`src/rtl/vad_pkg.sv`:
```
package vad_pkg;
  typedef enum logic [2:0] {
    TGT_NONE   = 3'd0,
    TGT_VRAM   = 3'd1,
    TGT_MMIO   = 3'd2,
    TGT_BLIT   = 3'd3,
    TGT_LEGACY = 3'd4
  } tgt_e;

  localparam logic [7:0] EMPTY_BYTE = 8'hFF;

  // both 0x14 bits -> x16, else bit 1 -> x8
  function automatic logic [2:0] gran_shift(input logic [7:0] g);
    if ((g & 8'h14) == 8'h14) return 3'd4;
    else if (g[1])            return 3'd3;
    else                      return 3'd0;
  endfunction
endpackage

```
`src/rtl/vad_bank_xlate.sv`:
```
module vad_bank_xlate import vad_pkg::*; #(
  parameter int VRAM_AW = 22,
  parameter int LIM_W   = 16
) (
  input  logic               bank_i,
  input  logic [14:0]        off_i,
  input  logic [VRAM_AW-1:0] base0_i,
  input  logic [VRAM_AW-1:0] base1_i,
  input  logic [LIM_W-1:0]   lim0_i,
  input  logic [LIM_W-1:0]   lim1_i,
  input  logic [7:0]         gran_i,
  output logic               hit_o,
  output logic [VRAM_AW-1:0] addr_o
);
  localparam int SUM_W = VRAM_AW + 1;
  localparam int SCL_W = VRAM_AW + 5;

  logic [VRAM_AW-1:0] base;
  logic [LIM_W-1:0]   lim;
  logic [SUM_W-1:0]   sum;
  logic [SCL_W-1:0]   scaled;

  always_comb begin
    base   = bank_i ? base1_i : base0_i;
    lim    = bank_i ? lim1_i  : lim0_i;
    hit_o  = LIM_W'(off_i) < lim;
    sum    = SUM_W'(base) + SUM_W'(off_i);
    scaled = SCL_W'(sum) << gran_shift(gran_i);
    addr_o = scaled[VRAM_AW-1:0];
  end
endmodule

```
`src/rtl/vad_region_decode.sv`:
```
module vad_region_decode import vad_pkg::*; #(
  parameter int VRAM_AW = 22,
  parameter int LIM_W   = 16
) (
  input  logic [16:0]        a_i,
  input  logic               we_i,
  input  logic               ext_en_i,
  input  logic [7:0]         mmio_ctl_i,
  input  logic               blit_active_i,
  input  logic [VRAM_AW-1:0] base0_i,
  input  logic [VRAM_AW-1:0] base1_i,
  input  logic [LIM_W-1:0]   lim0_i,
  input  logic [LIM_W-1:0]   lim1_i,
  input  logic [7:0]         gran_i,
  output tgt_e               tgt_o,
  output logic [VRAM_AW-1:0] vaddr_o,
  output logic [7:0]         moff_o
);
  logic bank_hit;

  vad_bank_xlate #(.VRAM_AW(VRAM_AW), .LIM_W(LIM_W)) u_xlate (
    .bank_i (a_i[15]),
    .off_i  (a_i[14:0]),
    .base0_i(base0_i),
    .base1_i(base1_i),
    .lim0_i (lim0_i),
    .lim1_i (lim1_i),
    .gran_i (gran_i),
    .hit_o  (bank_hit),
    .addr_o (vaddr_o)
  );

  assign moff_o = a_i[7:0];

  always_comb begin
    tgt_o = TGT_NONE;
    if (!ext_en_i)                          tgt_o = TGT_LEGACY;
    else if (!a_i[16]) begin
      if (we_i && blit_active_i)            tgt_o = TGT_BLIT;
      else if (bank_hit)                    tgt_o = TGT_VRAM;
    end else if (a_i[16:8] == 9'h180) begin
      if ((mmio_ctl_i & 8'h44) == 8'h04)    tgt_o = TGT_MMIO;
    end
  end
endmodule

```
`src/rtl/vad_blit_sink.sv`:
```
module vad_blit_sink #(
  parameter int LINE_BYTES = 8
) (
  input  logic clk_i,
  input  logic rst_ni,
  input  logic active_i,
  input  logic push_i,
  output logic line_o
);
  localparam int CW = (LINE_BYTES > 1) ? $clog2(LINE_BYTES) : 1;
  localparam logic [CW-1:0] LAST = CW'(LINE_BYTES - 1);

  logic [CW-1:0] cnt_q;

  assign line_o = push_i && (cnt_q == LAST);

  always_ff @(posedge clk_i or negedge rst_ni) begin
    if (!rst_ni)         cnt_q <= '0;
    else if (!active_i)  cnt_q <= '0;
    else if (push_i)     cnt_q <= (cnt_q == LAST) ? '0 : cnt_q + 1'b1;
  end
endmodule

```
`src/rtl/vad_read_gather.sv`:
```
module vad_read_gather #(
  parameter int RD_BYTES = 4
) (
  input  logic                  clk_i,
  input  logic                  rst_ni,
  input  logic                  valid_i,
  input  logic [$clog2(RD_BYTES)-1:0] idx_i,
  input  logic                  last_i,
  input  logic [7:0]            byte_i,
  output logic                  rvalid_o,
  output logic [8*RD_BYTES-1:0] rdata_o
);
  localparam int DW = 8 * RD_BYTES;

  logic [DW-1:0] acc_q, merged;

  always_comb begin
    merged = (idx_i == '0) ? '0 : acc_q;
    merged[8*idx_i +: 8] = byte_i;
    rvalid_o = valid_i && last_i;
    rdata_o  = rvalid_o ? merged : '0;
  end

  always_ff @(posedge clk_i or negedge rst_ni) begin
    if (!rst_ni)      acc_q <= '0;
    else if (valid_i) acc_q <= merged;
  end
endmodule

```
`src/rtl/vga_aperture_decoder.sv`:
```
module vga_aperture_decoder import vad_pkg::*; #(
  parameter int IN_AW           = 20,
  parameter int VRAM_AW         = 22,
  parameter int LIM_W           = 16,
  parameter int BLIT_LINE_BYTES = 8
) (
  input  logic               clk_i,
  input  logic               rst_ni,
  input  logic               req_i,
  input  logic               we_i,
  input  logic [1:0]         size_i,
  input  logic [IN_AW-1:0]   addr_i,
  input  logic [7:0]         wdata_i,
  input  logic               ext_en_i,
  input  logic [7:0]         mmio_ctl_i,
  input  logic [7:0]         gran_ctl_i,
  input  logic [VRAM_AW-1:0] bank0_base_i,
  input  logic [VRAM_AW-1:0] bank1_base_i,
  input  logic [LIM_W-1:0]   bank0_limit_i,
  input  logic [LIM_W-1:0]   bank1_limit_i,
  input  logic               blit_active_i,
  output logic               busy_o,
  output logic               vram_req_o,
  output logic               vram_we_o,
  output logic [VRAM_AW-1:0] vram_addr_o,
  output logic [7:0]         vram_wdata_o,
  input  logic [7:0]         vram_rdata_i,
  output logic               mmio_req_o,
  output logic               mmio_we_o,
  output logic [7:0]         mmio_off_o,
  output logic [7:0]         mmio_wdata_o,
  input  logic [7:0]         mmio_rdata_i,
  output logic               blit_push_o,
  output logic [7:0]         blit_data_o,
  output logic               blit_line_o,
  output logic               legacy_req_o,
  output logic               legacy_we_o,
  output logic [IN_AW-1:0]   legacy_addr_o,
  output logic [7:0]         legacy_wdata_o,
  input  logic [7:0]         legacy_rdata_i,
  output logic               rvalid_o,
  output logic [31:0]        rdata_o
);
  localparam int RD_BYTES = 4;
  localparam int IW       = $clog2(RD_BYTES);

  // sequencer and configuration snapshot
  logic               busy_q;
  logic [IW-1:0]      idx_q, last_q;
  logic [IN_AW-1:0]   addr_q;
  logic [VRAM_AW-1:0] base0_q, base1_q;
  logic [LIM_W-1:0]   lim0_q, lim1_q;
  logic [7:0]         gran_q, mctl_q;
  logic               ext_q;

  logic               accept, issue, cur_we, cur_last;
  logic [IW-1:0]      cur_idx, req_last;
  logic [IN_AW-1:0]   cur_addr;
  logic [VRAM_AW-1:0] c_base0, c_base1;
  logic [LIM_W-1:0]   c_lim0, c_lim1;
  logic [7:0]         c_gran, c_mctl;
  logic               c_ext;

  tgt_e               dec_tgt;
  logic [VRAM_AW-1:0] dec_vaddr;
  logic [7:0]         dec_moff;

  always_comb begin
    accept = req_i && !busy_q;
    issue  = accept || busy_q;
    unique case (size_i)
      2'd0:    req_last = '0;
      2'd1:    req_last = IW'(1);
      default: req_last = IW'(RD_BYTES - 1);
    endcase
    if (we_i) req_last = '0;
    cur_idx  = busy_q ? idx_q : '0;
    cur_addr = (busy_q ? addr_q : addr_i) + IN_AW'(cur_idx);
    cur_last = busy_q ? (idx_q == last_q) : (req_last == '0);
    cur_we   = !busy_q && we_i;
    c_base0  = busy_q ? base0_q : bank0_base_i;
    c_base1  = busy_q ? base1_q : bank1_base_i;
    c_lim0   = busy_q ? lim0_q  : bank0_limit_i;
    c_lim1   = busy_q ? lim1_q  : bank1_limit_i;
    c_gran   = busy_q ? gran_q  : gran_ctl_i;
    c_mctl   = busy_q ? mctl_q  : mmio_ctl_i;
    c_ext    = busy_q ? ext_q   : ext_en_i;
  end

  vad_region_decode #(.VRAM_AW(VRAM_AW), .LIM_W(LIM_W)) u_decode (
    .a_i          (cur_addr[16:0]),
    .we_i         (cur_we),
    .ext_en_i     (c_ext),
    .mmio_ctl_i   (c_mctl),
    .blit_active_i(blit_active_i),
    .base0_i      (c_base0),
    .base1_i      (c_base1),
    .lim0_i       (c_lim0),
    .lim1_i       (c_lim1),
    .gran_i       (c_gran),
    .tgt_o        (dec_tgt),
    .vaddr_o      (dec_vaddr),
    .moff_o       (dec_moff)
  );

  always_ff @(posedge clk_i or negedge rst_ni) begin
    if (!rst_ni) begin
      busy_q  <= 1'b0;
      idx_q   <= '0;
      last_q  <= '0;
      addr_q  <= '0;
      base0_q <= '0;
      base1_q <= '0;
      lim0_q  <= '0;
      lim1_q  <= '0;
      gran_q  <= '0;
      mctl_q  <= '0;
      ext_q   <= 1'b0;
    end else if (accept) begin
      addr_q  <= addr_i;
      last_q  <= req_last;
      base0_q <= bank0_base_i;
      base1_q <= bank1_base_i;
      lim0_q  <= bank0_limit_i;
      lim1_q  <= bank1_limit_i;
      gran_q  <= gran_ctl_i;
      mctl_q  <= mmio_ctl_i;
      ext_q   <= ext_en_i;
      if (req_last != '0) begin
        busy_q <= 1'b1;
        idx_q  <= IW'(1);
      end
    end else if (busy_q) begin
      idx_q <= idx_q + 1'b1;
      if (idx_q == last_q) busy_q <= 1'b0;
    end
  end

  // beat stage: one registered beat per cycle
  logic               st_valid, st_we, st_last;
  tgt_e               st_tgt;
  logic [VRAM_AW-1:0] st_vaddr;
  logic [7:0]         st_moff, st_wdata;
  logic [IN_AW-1:0]   st_laddr;
  logic [IW-1:0]      st_idx;

  always_ff @(posedge clk_i or negedge rst_ni) begin
    if (!rst_ni) begin
      st_valid <= 1'b0;
      st_we    <= 1'b0;
      st_last  <= 1'b0;
      st_tgt   <= TGT_NONE;
      st_vaddr <= '0;
      st_moff  <= '0;
      st_wdata <= '0;
      st_laddr <= '0;
      st_idx   <= '0;
    end else begin
      st_valid <= issue;
      st_we    <= issue && cur_we;
      st_last  <= cur_last;
      st_tgt   <= issue ? dec_tgt : TGT_NONE;
      st_vaddr <= dec_vaddr;
      st_moff  <= dec_moff;
      st_wdata <= wdata_i;
      st_laddr <= cur_addr;
      st_idx   <= cur_idx;
    end
  end

  assign busy_o         = busy_q;
  assign vram_req_o     = st_valid && (st_tgt == TGT_VRAM);
  assign vram_we_o      = vram_req_o && st_we;
  assign vram_addr_o    = st_vaddr;
  assign vram_wdata_o   = st_wdata;
  assign mmio_req_o     = st_valid && (st_tgt == TGT_MMIO);
  assign mmio_we_o      = mmio_req_o && st_we;
  assign mmio_off_o     = st_moff;
  assign mmio_wdata_o   = st_wdata;
  assign blit_push_o    = st_valid && (st_tgt == TGT_BLIT);
  assign blit_data_o    = st_wdata;
  assign legacy_req_o   = st_valid && (st_tgt == TGT_LEGACY);
  assign legacy_we_o    = legacy_req_o && st_we;
  assign legacy_addr_o  = st_laddr;
  assign legacy_wdata_o = st_wdata;

  vad_blit_sink #(.LINE_BYTES(BLIT_LINE_BYTES)) u_blit_sink (
    .clk_i   (clk_i),
    .rst_ni  (rst_ni),
    .active_i(blit_active_i),
    .push_i  (blit_push_o),
    .line_o  (blit_line_o)
  );

  logic [7:0] beat_byte;
  always_comb begin
    unique case (st_tgt)
      TGT_VRAM:   beat_byte = vram_rdata_i;
      TGT_MMIO:   beat_byte = mmio_rdata_i;
      TGT_LEGACY: beat_byte = legacy_rdata_i;
      default:    beat_byte = EMPTY_BYTE;
    endcase
  end

  vad_read_gather #(.RD_BYTES(RD_BYTES)) u_gather (
    .clk_i   (clk_i),
    .rst_ni  (rst_ni),
    .valid_i (st_valid && !st_we),
    .idx_i   (st_idx),
    .last_i  (st_last),
    .byte_i  (beat_byte),
    .rvalid_o(rvalid_o),
    .rdata_o (rdata_o)
  );
endmodule

```
`config.mk`:
```
export PLATFORM = sky130hd
export DESIGN_NAME = vga_aperture_decoder
export DESIGN_NICKNAME = d
export VERILOG_FILES = /design/src/rtl/vad_pkg.sv /design/src/rtl/vad_bank_xlate.sv /design/src/rtl/vad_region_decode.sv /design/src/rtl/vad_blit_sink.sv /design/src/rtl/vad_read_gather.sv /design/src/rtl/vga_aperture_decoder.sv
export SDC_FILE = /design/constraint.sdc
export NUM_CORES = 1
export LEC_CHECK = 0
export CAP_MARGIN = 0
export CORE_MARGIN = 2
export CORE_UTILIZATION = 35
export DETAILED_ROUTE_END_ITERATION = 8
export GPL_ROUTABILITY_DRIVEN = 0
export PLACE_DENSITY = 0.67
export SLEW_MARGIN = 10
export SYNTH_ARGS = -nofsm -noshare
export SYNTH_HDL_FRONTEND = slang
export SYNTH_SLANG_ARGS = --single-unit
export TNS_END_PERCENT = 20
```
`constraint.sdc`:
```
create_clock -name clk_i -period 9.4 [get_ports clk_i]
set_input_delay 1.88 -clock clk_i [delete_from_list [all_inputs] [get_ports clk_i]]
set_output_delay 1.88 -clock clk_i [all_outputs]
set_load 0.01 [all_outputs]
```
* After elaboration in Yosys (flattened, before gate mapping)
Cells that the tools add are included.
Storage, ports and cells: register bits 215, input bits 152, output and inout port bits 124, word-level logic and storage cells 103
Operators by class: add/sub/neg operators 5, magnitude comparators 1, equal/unequal tests 12, shift-type cells 3, mux-type cells 37, reductions and logical operators 23
Operators by type and width (number):
- 22-bit 2-to-1 mux | 3
- 32-bit 2-to-1 mux | 2
- 16-bit 2-to-1 mux | 3
- 5-bit negator with 34-bit output | 1
- 8-bit by 34-bit variable shift with 32-bit output (first input constant) | 1
- 8-bit by 34-bit indexed part select with 32-bit output | 1
- 32-bit bitwise mux | 1
- 3-bit 2-to-1 mux | 9
- 8-bit one-hot mux with 3 select lines | 1
- 22-bit by 15-bit adder with 23-bit output | 1
- 23-bit by 3-bit left shift with 22-bit output | 1
- 20-bit by 2-bit adder with 20-bit output | 1
- 20-bit 2-to-1 mux | 1
- 15-bit by 16-bit < comparator with 1-bit output | 1
- 1-bit logical AND | 14
- 2-bit 2-to-1 mux | 7
- 9-bit == test (second input constant) | 1
- 1-bit 2-to-1 mux | 7
- 7-bit 2-to-1 mux | 1
- 3-bit by 2-bit == test with 1-bit output (second input constant) | 2
- 3-bit == test (second input constant) | 2
- 2-bit logical NOT | 3
- 5-bit 2-to-1 mux | 1
- 2-bit by 1-bit == test with 1-bit output (second input constant) | 2
- other kinds (11) | 14

* Logic depth before layout (Yosys ltp)
depth in word-level cells 9, depth in mapped cells 25, mapped depth without buffers 19

* Modules after synthesis
A second synthesis with hierarchy kept.
Unflattened totals: cell total of the unflattened synthesis 1096, area, all modules 12614.6 um^2
Modules (own cells, without submodules):
- vga_aperture_decoder | instances 1, cells each 606, area an instance 8414.3 um^2
- vad_bank_xlate | instances 1, cells each 290, area an instance 2149.6 um^2
- vad_read_gather | instances 1, cells each 171, area an instance 1751.7 um^2
- vad_blit_sink | instances 1, cells each 13, area an instance 163.9 um^2
- vad_region_decode | instances 1, cells each 16, area an instance 135.1 um^2

* Worst setup path before layout
No wires, ideal clock.
path kind reg2reg, start point register busy_q (netlist: busy_o), end point register st_vaddr[21] (netlist: vram_addr_o[21]), arrival time 7112 ps, data required time 9259 ps, slack 2146 ps, stages on the path, launching flop included 25, path buffers 7, cell sequence dfrtp_1 > buf_2 > buf_2 > buf_1 > buf_1 > clkbuf_1 > mux2i_1 > inv_1 > ha_1 > a21oi_1 > a211oi_1 > nand3_1 > clkbuf_1 > xnor2_1 > clkbuf_1 > mux4_2 > ha_1 > a211oi_1 > o21a_1 > o31ai_1 > o41ai_1 > o21ai_0 > and4b_1 > xnor2_1 > o221ai_1
Between the ends: word-level cells in the longest chain between the ends 5, elaborated cells between the ends (all ways) 12, classes of those cells add/sub (2); eq/ne (1); shift (1); mux (8)
Ends and longest elaborated chain:
- start: declaration | line vga_aperture_decoder.sv:48 | logic busy_q;
- start signal: assignment | line vga_aperture_decoder.sv:108 | busy_q <= 1'b0;
- start signal: assignment | line vga_aperture_decoder.sv:130 | busy_q <= 1'b1;
- start signal: assignment | line vga_aperture_decoder.sv:135 | if (idx_q == last_q) busy_q <= 1'b0;
- 20-bit 2-to-1 mux / 2-bit 2-to-1 mux (equally long branches) | line vga_aperture_decoder.sv:78, vga_aperture_decoder.sv:77
- 20-bit by 2-bit adder with 20-bit output * | line vga_aperture_decoder.sv:78 | cur_addr = (busy_q ? addr_q : addr_i) + IN_AW'(cur_idx);
- net cur_addr[15] | line vga_aperture_decoder.sv:58 | logic [IN_AW-1:0] cur_addr;
- 22-bit 2-to-1 mux * | line vad_bank_xlate.sv:24 | base = bank_i ? base1_i : base0_i;
- 22-bit by 15-bit adder with 23-bit output * | line vad_bank_xlate.sv:27 | sum = SUM_W'(base) + SUM_W'(off_i);
- 23-bit by 3-bit left shift with 22-bit output * | line vad_bank_xlate.sv:28 | scaled = SCL_W'(sum) << gran_shift(gran_i);
- net dec_vaddr[21] | line vga_aperture_decoder.sv:65 | logic [VRAM_AW-1:0] dec_vaddr;
- end signal: assignment | line vga_aperture_decoder.sv:163 | st_vaddr <= dec_vaddr;
- end: declaration | line vga_aperture_decoder.sv:142 | logic [VRAM_AW-1:0] st_vaddr;
The timed path passes the listed nets; every way through them passes the cells marked *. A chain may end at the register's enable or synchronous reset.

* Worst setup path after layout
start point input addr_i[1], end point register st_vaddr[20] (netlist: vram_addr_o[20])
Between the ends: word-level cells in the longest chain between the ends 5
Ends and longest elaborated chain:
- start: declaration | line vga_aperture_decoder.sv:12 | input logic [IN_AW-1:0] addr_i,
- 20-bit 2-to-1 mux * | line vga_aperture_decoder.sv:78
- 20-bit by 2-bit adder with 20-bit output * | line vga_aperture_decoder.sv:78
- 22-bit 2-to-1 mux | line vad_bank_xlate.sv:24
- 22-bit by 15-bit adder with 23-bit output * | line vad_bank_xlate.sv:27
- 23-bit by 3-bit left shift with 22-bit output * | line vad_bank_xlate.sv:28
- net dec_vaddr[20] | line vga_aperture_decoder.sv:65
Marks and branches as above.

==> reports/results.md <==
| Item | Reported |
| --- | --- |
| Starting utilization of the core area | 35.5% |
| Std-Cell Rows | 66 |
| Upper clock frequency limit | 146 MHz |
| Number of buffers between clock root and the deepest sink | 2 |
| Buffers plus inverters on the worst setup path | 4 |
| Quantity of hold-fixing buffers added after cts | 0 |
| Largest fanout on the critical path | 22 |
| Share of the synthesized area in the top cell type | 43.4% |
| Fraction of final layout cells with drive strength greater than 1 | 6.69% |
| Critical path cell sequence | clkdlybuf4s50_1 -> mux2i_1 -> inv_1 -> ha_1 -> a21oi_1 -> a211oi_2 -> buf_4 -> nand3_1 -> xnor2_2 -> buf_4 -> mux4_2 -> ha_1 -> fa_1 -> a21oi_1 -> o211ai_1 -> o2111ai_1 -> a31oi_1 -> a21o_1 -> a21boi_0 -> nor3_1 -> a311oi_1 |
| Dominant register cell in the synthesized netlist | sky130_fd_sc_hd__dfrtp_1 |
| Ranking of synthesized cells by area | sky130_fd_sc_hd__dfrtp_1, sky130_fd_sc_hd__nand2_1, sky130_fd_sc_hd__mux4_2, sky130_fd_sc_hd__ha_1, sky130_fd_sc_hd__nor2_1 |
| Estimated wirelength of the detail-placed design | 24,400 um |
| Final worst slack | 2.54 ns |
| Overflow after GRT | 0 |
| Initial antenna violation count | 3 |
| Port Buf Inserts | 264 |
| Final-layout setup total negative slack | 0 ns |
| Status | finished, final reports clean |
| LEAKAGE | 6.61 nW |
| Clock tree from TritonCTS | built |
| Die H | 186 um |
| Starting DRT DRC Count | 726 |
| All-layer global routing usage | 20.1% |
| DRT antenna net count | 0 |
| Cell area after synthesis | 11,500 um^2 |
| Wire length of the first global-routing pass | 53,600 um |
| Yosys reg bits | 200 |
| Number of H-tree levels | 4 |
| Number of remaining DRC errors | 0 |
| Number of enable flip-flop cells after synthesis | 0 |
| Post-CTS clock slew at the launch and capture registers of the worst setup and hold paths | 0.08 ns |
| Slowest cell delay on critical path | 0.44 ns |
| Post-cts repair resize count | 0 |
| Distinct cell type count of the synthesized netlist | 69 |
| Number of endpoints failing setup at the final stage | 0 |
| Mean routed wirelength per cell | 18.0 um |
| Clock period minus worst slack | 6.86 ns |
| WP data required | 9.75 ns |
| Family of cells with the greatest summed delay on the critical path | compound AO/OA/AOI/OAI gates |
| RSZ-0062 raised after global routing | no |
| Maximum number of pins on one net before global-route repair | 124 |
| Hold Path Class | reg -> reg |
| Number of global-route vias before repair | 9,741 |
| Insertion delay of the later-clocked pin in the worst-skew pair | 0.45 ns |
| Final worst path period share | 73.0% |
| Synth area leader | sky130_fd_sc_hd__dfrtp_1 |
| # Post-CTS Setup Buffers | 0 |
| Worst voltage drop across the vdd grid | 0.172 mV |
| Layout area overhead | 29.9% |
| Count of endpoints failing hold in the final timing report | 0 |
| Count of pins on the block boundary | 276 |
| Register area share after synthesis | 43.4% |
| Share of synthesized registers carrying an async set or reset | 100% |
| Worst path arrival time | 7.21 ns |
| Num CTS Buffers | 17 |
| Vias per std cell | 5.25 |
| X dimension of the die | 186 um |
| Final worst clock skew | 0.0128 ns |
| Total of warnings raised by yosys | 0 |
| Core Area | 32,500 um^2 |
| Crit Path Category | in -> reg |
| Critical Path Start Type | input port |
| Post-layout util | 46.1% |
| Vias after detailed routing | 10,100 |
| Aggregate routed wire length | 34,500 um |
| Kind of end point of the critical path | flip-flop |
| Max-Cap Viols | 0 |
| Total power divided by cell area | 338 nW/um^2 |
| CTS root buffer | sky130_fd_sc_hd__clkbuf_16 |
| Post-synthesis cell count | 1,262 |
| Net Count, Synth | 1,454 |
| Worst-Margin Slew | 1.15 ns |
| Final net count | 1,658 |
| Worst Setup Slack post-DPL | 2.16 ns |
| Syn_area_per_cell | 9.15 um^2 |
| CTS Sinks | 200 |
| Worst-case headroom to the max-slew limit | 23.6% |
| Count of TritonRoute iterations in the first routing pass | 5 |
| Max-slew violation count | 0 |
| Highest-delay cell along the critical path | sky130_fd_sc_hd__clkdlybuf4s50_1 |
| Die Footprint | 34,500 um^2 |
[through the flow]
step / total power (W) / hold slack [ns] / cell area (um^2) / std cells
after global placement: 0.00425 / 0.452 / 14400 / 1889
final: 0.00506 / 0.470 / 15000 / 1924
after global routing: 0.00547 / 0.494 / 15000 / 1922
after CTS: 0.00509 / 0.477 / 15000 / 1921
after detailed placement: 0.00433 / 0.458 / 14400 / 1889
after floorplan: 0.00335 / 0.440 / 11500 / 1262
[cells in the mapped netlist, drive strengths merged, types with 3 or more instances]
cell / n
a211oi: 6
a21o: 6
a21oi: 26
a22o: 33
a22oi: 36
a31oi: 6
and2: 12
and3: 7
and4: 3
buf: 39
clkbuf: 58
dfrtp: 200
ha: 38
inv: 30
mux2: 4
mux2i: 27
mux4: 31
nand2: 356
nand2b: 4
nand3: 22
nand3b: 6
nand4: 16
nor2: 120
nor2b: 9
nor3: 12
nor4: 5
o21a: 4
o21ai: 23
o22a: 19
o311a: 6
o311ai: 6
o32ai: 12
or2: 3
or3: 3
xnor2: 20
xor2: 18
[report_power, final]
part | internal [W] | leakage [nW] | total (W) | switching (W)
combinational | 0.00123 | 3.85 | 0.00288 | 0.00165
clock | 0.000373 | 0.276 | 0.000735 | 0.000361
sequential | 0.00121 | 2.49 | 0.00144 | 0.000235
total | 0.00282 | 6.61 | 0.00506 | 0.00224
[cell families (layout without fill, tap and decap cells)]
group / count (synthesis) / after routing / share of synthesized area, %
compound gates: 204 / 204 / 13.3
xor+xnor: 38 / 38 / 2.88
fa+ha+maj: 40 / 40 / 4.47
buf+inv: 127 / 344 / 5.22
flops: 200 / 200 / 43.4
mux: 62 / 62 / 8.81
other cells: 0 / 3 / 0
simple gates: 591 / 591 / 21.9
[path summary, 6_finish.rpt]
path / from / endpoint / slack, ns / depth (start not counted)
min in group asynchronous: rst_ni / lim1_q[4] / 1.59 / 1
worst min-delay path: lim1_q[11] / lim1_q[11] / 0.47 / 2
max in group asynchronous: rst_ni / busy_o / 6.15 / 2
worst min register to register: lim1_q[11] / lim1_q[11] / 0.47 / 2
worst max register to register: busy_o / vram_addr_o[20] / 3.47 / 20
worst max-delay path: addr_i[1] / vram_addr_o[20] / 2.54 / 21
[cell usage in the layout, fill, tap and decap left out, types with 8 or more instances in the layout]
cell type,n
sky130_fd_sc_hd__o21ai_0,18
sky130_fd_sc_hd__nand3_1,21
sky130_fd_sc_hd__o22a_1,19
sky130_fd_sc_hd__xnor2_1,19
sky130_fd_sc_hd__clkdlybuf4s50_1,263
sky130_fd_sc_hd__and2_1,12
sky130_fd_sc_hd__ha_1,38
sky130_fd_sc_hd__dfrtp_1,199
sky130_fd_sc_hd__nand4_1,16
sky130_fd_sc_hd__clkbuf_16,17
sky130_fd_sc_hd__o32ai_1,12
sky130_fd_sc_hd__inv_1,30
sky130_fd_sc_hd__xor2_1,18
sky130_fd_sc_hd__mux2i_1,26
sky130_fd_sc_hd__buf_4,18
sky130_fd_sc_hd__nand2_1,355
sky130_fd_sc_hd__mux4_2,31
sky130_fd_sc_hd__nor2_1,120
sky130_fd_sc_hd__a22oi_1,36
sky130_fd_sc_hd__a21oi_1,26
sky130_fd_sc_hd__nor3_1,12
sky130_fd_sc_hd__a22o_1,33
sky130_fd_sc_hd__nor2b_1,8
[metal layers]
| metal | part of all wire (%) | vias up | global-route usage [%] | routed length [um] |
|---|---|---|---|---|
| li1 | - | 4780 | - | - |
| met1 | 45 | 4939 | 27.3 | 15500 |
| met2 | 47 | 323 | 32.8 | 16300 |
| met3 | 5.3 | 53 | 2.93 | 1820 |
| met4 | 2.5 | 2 | 7.09 | 859 |
| met5 | 0.038 | - | 0 | 13 |
[flip-flops by register name (all words and copies together), names as in the netlist, 3 cells and up]
register / flops
lim0_q: 16
base0_q: 22
u_gather.acc_q: 32
blit_data_o: 8
base1_q: 22
gran_q: 3
u_blit_sink.cnt_q: 3
lim1_q: 16
addr_q: 20
vram_addr_o: 22
legacy_addr_o: 20
st_tgt: 3
[layout make-up]
type                            count  area [um^2]
Clock buffer                       18          429
Timing Repair Buffer              282         2780
Fill cell                        3089        17500
Multi-Input combinational cell    935         5960
Antenna cell                        3         7.51
Tap cell                          442          553
Sequential cell                   200         5010
Inverter                           30          113
Clock inverter                     14          139
[worst reg2reg max path, cell delays in order, from the launching register on]
cell                        delay (ns)
sky130_fd_sc_hd__dfrtp_4          0.82
sky130_fd_sc_hd__mux2i_1          0.39
sky130_fd_sc_hd__inv_1            0.09
sky130_fd_sc_hd__ha_1             0.28
sky130_fd_sc_hd__a21oi_1          0.11
sky130_fd_sc_hd__a211oi_2         0.17
sky130_fd_sc_hd__buf_4            0.26
sky130_fd_sc_hd__nand3_1          0.17
sky130_fd_sc_hd__xnor2_2          0.22
sky130_fd_sc_hd__buf_4            0.37
sky130_fd_sc_hd__mux4_2           0.40
sky130_fd_sc_hd__ha_1             0.25
sky130_fd_sc_hd__fa_1             0.41
sky130_fd_sc_hd__a21oi_1          0.21
sky130_fd_sc_hd__o211ai_1         0.19
sky130_fd_sc_hd__o2111ai_1        0.36
sky130_fd_sc_hd__a31oi_1          0.26
sky130_fd_sc_hd__a21o_1           0.24
sky130_fd_sc_hd__a21boi_0         0.31
sky130_fd_sc_hd__nor3_1           0.09
sky130_fd_sc_hd__a311oi_1         0.27
(Power assumes the default switching activity.)
